[config.mk]
export PLATFORM = sky130hd
export DESIGN_NAME = fpx_recorder
export DESIGN_NICKNAME = d
export VERILOG_FILES = /design/src/rtl/fpx_pkg.sv /design/src/rtl/fpx_ctrl.sv /design/src/rtl/fpx_datapath.sv /design/src/rtl/fpx_recorder.sv
export SDC_FILE = /design/constraint.sdc
export NUM_CORES = 1
export LEC_CHECK = 0
export CORE_ASPECT_RATIO = 1.75
export CORE_MARGIN = 10
export CORE_UTILIZATION = 45
export DETAILED_ROUTE_END_ITERATION = 12
export GPL_TIMING_DRIVEN = 0
export HOLD_SLACK_MARGIN = 0.08
export PLACE_DENSITY_LB_ADDON = 0.15
export REMOVE_ABC_BUFFERS = 1
export SLEW_MARGIN = 20
export SYNTH_ARGS = -nofsm -noshare
export SYNTH_HDL_FRONTEND = slang
export SYNTH_SLANG_ARGS = --single-unit
[constraint.sdc]
create_clock -name clk -period 3.9 [get_ports clk]
set_input_delay 0.39 -clock clk [delete_from_list [all_inputs] [get_ports clk]]
set_output_delay 0.39 -clock clk [all_outputs]
set_load 0.02 [all_outputs]
[src/rtl/fpx_pkg.sv]
package fpx_pkg;
  localparam int EXC_W = 5;

  typedef logic [EXC_W-1:0] excVec_t;

  // strobes from control to datapath
  typedef struct packed {
    logic load;
    logic trap;
    logic accrue;
    logic markTrapType;
    logic advance;
  } fpxStrobe_t;
endpackage

[src/rtl/fpx_ctrl.sv]
module fpx_ctrl
  import fpx_pkg::*;
#(
  parameter int STATUS_W = 32,
  parameter int TEM_LSB  = 23
) (
  input  logic                opValid,
  input  excVec_t             excFlags,
  input  logic [STATUS_W-1:0] statusIn,
  output fpxStrobe_t          strobe,
  output excVec_t             curExc
);
  excVec_t enables;
  excVec_t masked;
  excVec_t picked;
  logic    trapHit;

  assign enables = statusIn[TEM_LSB +: EXC_W];
  assign masked  = excFlags & enables;
  assign trapHit = |masked;

  // keep the highest-numbered enabled bit: invalid wins over inexact
  always_comb begin
    picked = '0;
    for (int i = 0; i < EXC_W; i++) begin
      if (masked[i]) picked = excVec_t'(1) << i;
    end
  end

  assign curExc = trapHit ? picked : excFlags;

  always_comb begin
    strobe.load         = opValid;
    strobe.trap         = opValid & trapHit;
    strobe.markTrapType = opValid & trapHit;
    strobe.accrue       = opValid & ~trapHit;
    strobe.advance      = opValid & ~trapHit;
  end
endmodule

[src/rtl/fpx_datapath.sv]
module fpx_datapath
  import fpx_pkg::*;
#(
  parameter int STATUS_W = 32,
  parameter int PC_W     = 32,
  parameter int AEXC_LSB = 5,
  parameter int CEXC_LSB = 0,
  parameter int TT_BIT   = 14,
  parameter int PC_STEP  = 4
) (
  input  logic                clk,
  input  logic                rst,
  input  fpxStrobe_t          strobe,
  input  excVec_t             curExc,
  input  excVec_t             excFlags,
  input  logic [STATUS_W-1:0] statusIn,
  input  logic [PC_W-1:0]     pcIn,
  input  logic [PC_W-1:0]     npcIn,
  output logic [STATUS_W-1:0] statusOut,
  output logic [PC_W-1:0]     pcOut,
  output logic [PC_W-1:0]     npcOut,
  output logic                trapReq
);
  localparam logic [PC_W-1:0] STEP = PC_W'(PC_STEP);

  logic [STATUS_W-1:0] nextStatus;

  always_comb begin
    nextStatus = statusIn;
    nextStatus[CEXC_LSB +: EXC_W] = curExc;
    if (strobe.accrue)
      nextStatus[AEXC_LSB +: EXC_W] = statusIn[AEXC_LSB +: EXC_W] | excFlags;
    if (strobe.markTrapType)
      nextStatus[TT_BIT] = 1'b1;
  end

  always_ff @(posedge clk) begin
    if (rst) begin
      statusOut <= '0;
      pcOut     <= '0;
      npcOut    <= '0;
      trapReq   <= 1'b0;
    end else begin
      trapReq <= strobe.trap;
      if (strobe.load) statusOut <= nextStatus;
      if (strobe.advance) begin
        pcOut  <= npcIn;
        npcOut <= npcIn + STEP;
      end else if (strobe.trap) begin
        pcOut  <= pcIn;
        npcOut <= npcIn;
      end
    end
  end
endmodule

[src/rtl/fpx_recorder.sv]
module fpx_recorder
  import fpx_pkg::*;
#(
  parameter int STATUS_W = 32,
  parameter int PC_W     = 32,
  parameter int TEM_LSB  = 23,
  parameter int AEXC_LSB = 5,
  parameter int CEXC_LSB = 0,
  parameter int TT_BIT   = 14,
  parameter int PC_STEP  = 4
) (
  input  logic                clk,
  input  logic                rst,
  input  logic                opValid,
  input  logic [4:0]          excFlags,
  input  logic [STATUS_W-1:0] statusIn,
  input  logic [PC_W-1:0]     pcIn,
  input  logic [PC_W-1:0]     npcIn,
  output logic [STATUS_W-1:0] statusOut,
  output logic [PC_W-1:0]     pcOut,
  output logic [PC_W-1:0]     npcOut,
  output logic                trapReq
);
  fpxStrobe_t strobe;
  excVec_t    curExc;

  fpx_ctrl #(.STATUS_W(STATUS_W), .TEM_LSB(TEM_LSB)) u_ctrl (
    .opValid (opValid),
    .excFlags(excFlags),
    .statusIn(statusIn),
    .strobe  (strobe),
    .curExc  (curExc)
  );

  fpx_datapath #(
    .STATUS_W(STATUS_W), .PC_W(PC_W), .AEXC_LSB(AEXC_LSB),
    .CEXC_LSB(CEXC_LSB), .TT_BIT(TT_BIT), .PC_STEP(PC_STEP)
  ) u_dp (
    .clk      (clk),
    .rst      (rst),
    .strobe   (strobe),
    .curExc   (curExc),
    .excFlags (excFlags),
    .statusIn (statusIn),
    .pcIn     (pcIn),
    .npcIn    (npcIn),
    .statusOut(statusOut),
    .pcOut    (pcOut),
    .npcOut   (npcOut),
    .trapReq  (trapReq)
  );
endmodule

==> results by group <==
Placed design
  – Number of I/O port buffers: a little under 200
  – HPWL Detailed: roughly 11,000 um
  – Placement-stage worst setup slack: roughly 0.13 ns
  – Final RePlAce weighted congestion: about 0.75

Status
  – Outcome: finished, final reports clean

Setup path
  – Data required time at the worst endpoint: slightly above 4 ns
  – Slowest CP cell: sky130_fd_sc_hd__a222oi_1
  – Category of the worst setup path capture point: flop
  – Worst r2r src: u_dp.npcOut[31]$_SDFFE_PP0P_
  – Worst setup path start: statusIn[27]
  – Crit-path cells: clkdlybuf4s50_1, a222oi_1, and3_2, buf_16, nand3_2, or4_1, a311oi_1
  – Arrival time of the worst setup path: ~3.6 ns
  – Startpoint type of the worst setup path: input pin
  – Depth of the most critical reg-to-reg path: 4
  – Crit path largest cell delay: 0.86 ns
  – Top fanout value on the critical path: 26
  – Capturing point of the worst reg2reg path: u_dp.npcOut[31]$_SDFFE_PP0P_
  – Timing endpoint of the critical path: u_dp.npcOut[28]$_SDFFE_PP0P_
  – Setup CP Type: input pin to flop
  – Reg2reg setup slack: 3.10 ns

Clock network
  – Post-CTS Repair Setup Buffers: 0
  – Clock tree from TritonCTS: done
  – Latest clock arrival within the worst-skew pair: between 0.3 and 0.4 ns
  – Clock-pin slew on the worst setup and hold paths: 0.07 ns
  – TritonCTS sink count: 97
  – PostCTS Resize Cnt: 0
  – CTS Root Buffer Type: sky130_fd_sc_hd__clkbuf_16
  – Hold buffer count at cts: 0
  – Number of buffers created by CTS: 9
  – Buffer depth of the longest clock path: 2
  – Number of levels the H-tree was split into: 3

Power
  – Portion of total power attributed to the clock network: 0.344
  – IR Drop Worst-Case VDD: approximately 0.00031 V
  – Logic pwr share: 0.227
  – Switching power summed over all nets: 0.703 mW
  – PnR Total Power: around 2.5 mW
  – Fraction of power consumed by sequential logic: 0.429
  – Proportion of total power due to net switching: 0.276
  – Power density cells: roughly 380 mW/mm^2
  – Cell internal power dissipation: approximately 1.8 mW
  – Cell leakage power: 2.45 nW

Timing
  – Worst slew pin tran: between 0.9 and 1 ns
  – Worst Clk Skew: 0 ns
  – Number of setup violations in the final report: 0
  – Final number of max-transition violations: 0
  – Worst-case headroom to the max-slew limit: 0.363
  – Minimum clock period: approximately 3.4 ns
  – Crit share post-route: 0.868
  – Final Hold Vio Count: 0
  – Setup repair after global routing missed its margin: false
  – Max Fclk: between 0.2 and 0.3 GHz
  – Slack of the critical path: between 0.5 and 0.6 ns

Global route
  – Tot GR Track Use: 0.202
  – Overall overflow remaining after global route: 0
  – Maximum number of pins on one net before global-route repair: between 100 and 150
  – Antenna violations before repair: 0
  – Wire length of the first global-routing pass: 22,900 um
  – Via count of the first global-routing pass: 4,446

Drt
  – Final antenna-violating net count: 0
  – Initial detailed-routing violation count: 218
  – DRT Pass-1 Iters: 6
  – Vias per std cell: 5.48
  – Routed WL per cell: about 18 um
  – Vias after detailed routing: 4,478
  – Routed wire length: about 15,000 um
  – Remaining design rule violation count: 0

Layout
  – Final Core Density: 0.710
  – Layout net count: between 700 and 800
  – Number of antenna diodes: 0
  – Layout-stage area growth over the synthesis result: 54.6%
  – Fraction of layout cells with a size suffix above 1: 0.0374

Floorplanning
  – Effective utilization at floorplan: 0.460
  – Die height: about 150 um
  – Core outline area: between 0.009 and 0.01 mm^2
  – Die Area: 0.0141 mm^2
  – Site row count: 47
  – Width of the die: 94.1 um
  – I/O pin total: approximately 200

Synthesis
  – EDFF count, synth: 0
  – Sequential-to-total area share from yosys stat: 0.449
  – Cell count after synthesis: approximately 520
  – Async S/R FF share, synth: 0
  – Count of state elements after synthesis: 97
  – Ranking of synthesized cells by area: sky130_fd_sc_hd__dfxtp_1 45%, sky130_fd_sc_hd__nor2_1 8.2%, sky130_fd_sc_hd__a311oi_1 8.1%
  – Cell with the most instances after synthesis: sky130_fd_sc_hd__dfxtp_1
  – Synth Cell Area: 0.00432 mm^2
  – Most used DFF post-synth: sky130_fd_sc_hd__dfxtp_1
  – Average cell area after synthesis: 8.33 um^2
  – Top cells by instance count after synthesis: 97 x sky130_fd_sc_hd__dfxtp_1, 94 x sky130_fd_sc_hd__nor2_1, 80 x sky130_fd_sc_hd__nand2_1
  – Largest area contributor in the netlist: sky130_fd_sc_hd__dfxtp_1
  – Yosys warning total: 0
  – Yosys top cell area share: 0.449
  – Count of cell types in the netlist: 36

Worst hold path
  – Hold Crit Class: input pin to flop

Run
  – Reported max-cap violation count: 0
==> layout make-up <==
class / instances / area, um^2
Fill cell: 770 / 2730
Multi-Input combinational cell: 378 / 2220
Timing Repair Buffer: 199 / 2060
Sequential cell: 97 / 1940
Clock buffer: 10 / 229
Tap cell: 122 / 153
Clock inverter: 6 / 67.6
Inverter: 5 / 18.8
==> power by group through the flow <==
stage,combinational (mW),sequential (mW),clock (mW)
after floorplan,0.140,1.20,0
after global placement,0.581,1.11,0
after detailed placement,0.583,1.12,0
after CTS,0.585,1.09,0.895
after global routing,0.625,1.10,0.919
final,0.579,1.09,0.876
==> through the flow <==
stage	cell area, um^2	std cells	hold slack, ns	TNS, ns
2_1_floorplan	4170	480	0.459	0
3_3_place_gp	6280	797	0.454	-236.98
3_5_place_dp	6390	801	0.470	0
4_1_cts	6680	817	0.446	0
5_1_grt	6680	817	0.471	0
6_report	6680	817	0.460	0
==> state kept, by name (all words and copies together) (netlist names) <==
register        cells
u_dp.statusOut     32
u_dp.npcOut        32
u_dp.pcOut         32
u_dp.trapReq        1
==> layout by cell type, fill, tap and decap left out, drive strengths merged, types with 6 or more instances in the layout <==
| master | Yosys | routed |
|---|---|---|
| nor4 | 8 | 8 |
| dfxtp | 97 | 97 |
| clkdlybuf4s50 | 0 | 193 |
| a311oi | 40 | 40 |
| xnor2 | 15 | 15 |
| a21oi | 10 | 10 |
| nand3 | 12 | 12 |
| clkbuf | 31 | 10 |
| o21ai | 6 | 6 |
| inv | 5 | 6 |
| nor2 | 94 | 94 |
| mux2i | 24 | 24 |
| a211oi | 26 | 26 |
| nor3 | 8 | 8 |
| nand4 | 13 | 13 |
| nand2 | 80 | 80 |
| nand2b | 6 | 6 |
| buf | 8 | 6 |
==> routing by layer <==
metal  track usage  part of all wire  up-vias
met5             0                 0        -
met4        0.0649             0.016        0
met3        0.0667             0.077       17
met2         0.370              0.55      145
met1         0.208              0.36     2107
li1              -                 -     2209
==> kinds of logic after synthesis <==
logic type / after synthesis / share of synthesized area
buffers and inverters: 44 / 0.0396
muxes: 24 / 0.0556
adders and majority gates: 1 / 0.00289
AOI/OAI and AO/OA: 93 / 0.164
DFF: 97 / 0.449
xor gates and xnor gates: 20 / 0.0405
and+or+nand+nor: 240 / 0.248
==> worst min path at each step <==
stage | from | to | slack [ns] | cells after the start
after floorplan | rst | u_dp.statusOut[0]$_SDFFE_PP0P_ | 0.46 | 1
after global placement | u_dp.statusOut[4]$_SDFFE_PP0P_ | u_dp.statusOut[4]$_SDFFE_PP0P_ | 0.45 | 2
after detailed placement | u_dp.statusOut[0]$_SDFFE_PP0P_ | u_dp.statusOut[0]$_SDFFE_PP0P_ | 0.47 | 2
after CTS | opValid | u_dp.statusOut[0]$_SDFFE_PP0P_ | 0.45 | 3
after global routing | opValid | u_dp.npcOut[19]$_SDFFE_PP0P_ | 0.47 | 3
final | opValid | u_dp.pcOut[17]$_SDFFE_PP0P_ | 0.46 | 3
==> worst max-delay path, delay by kind of cell <==
kind	cells	cell delay, ns
buffers and inverters	2	0.73
AOI/OAI and AO/OA	2	1.12
and+or+nand+nor	3	1.38
Note: power is estimated with default switching activity, not from simulation.
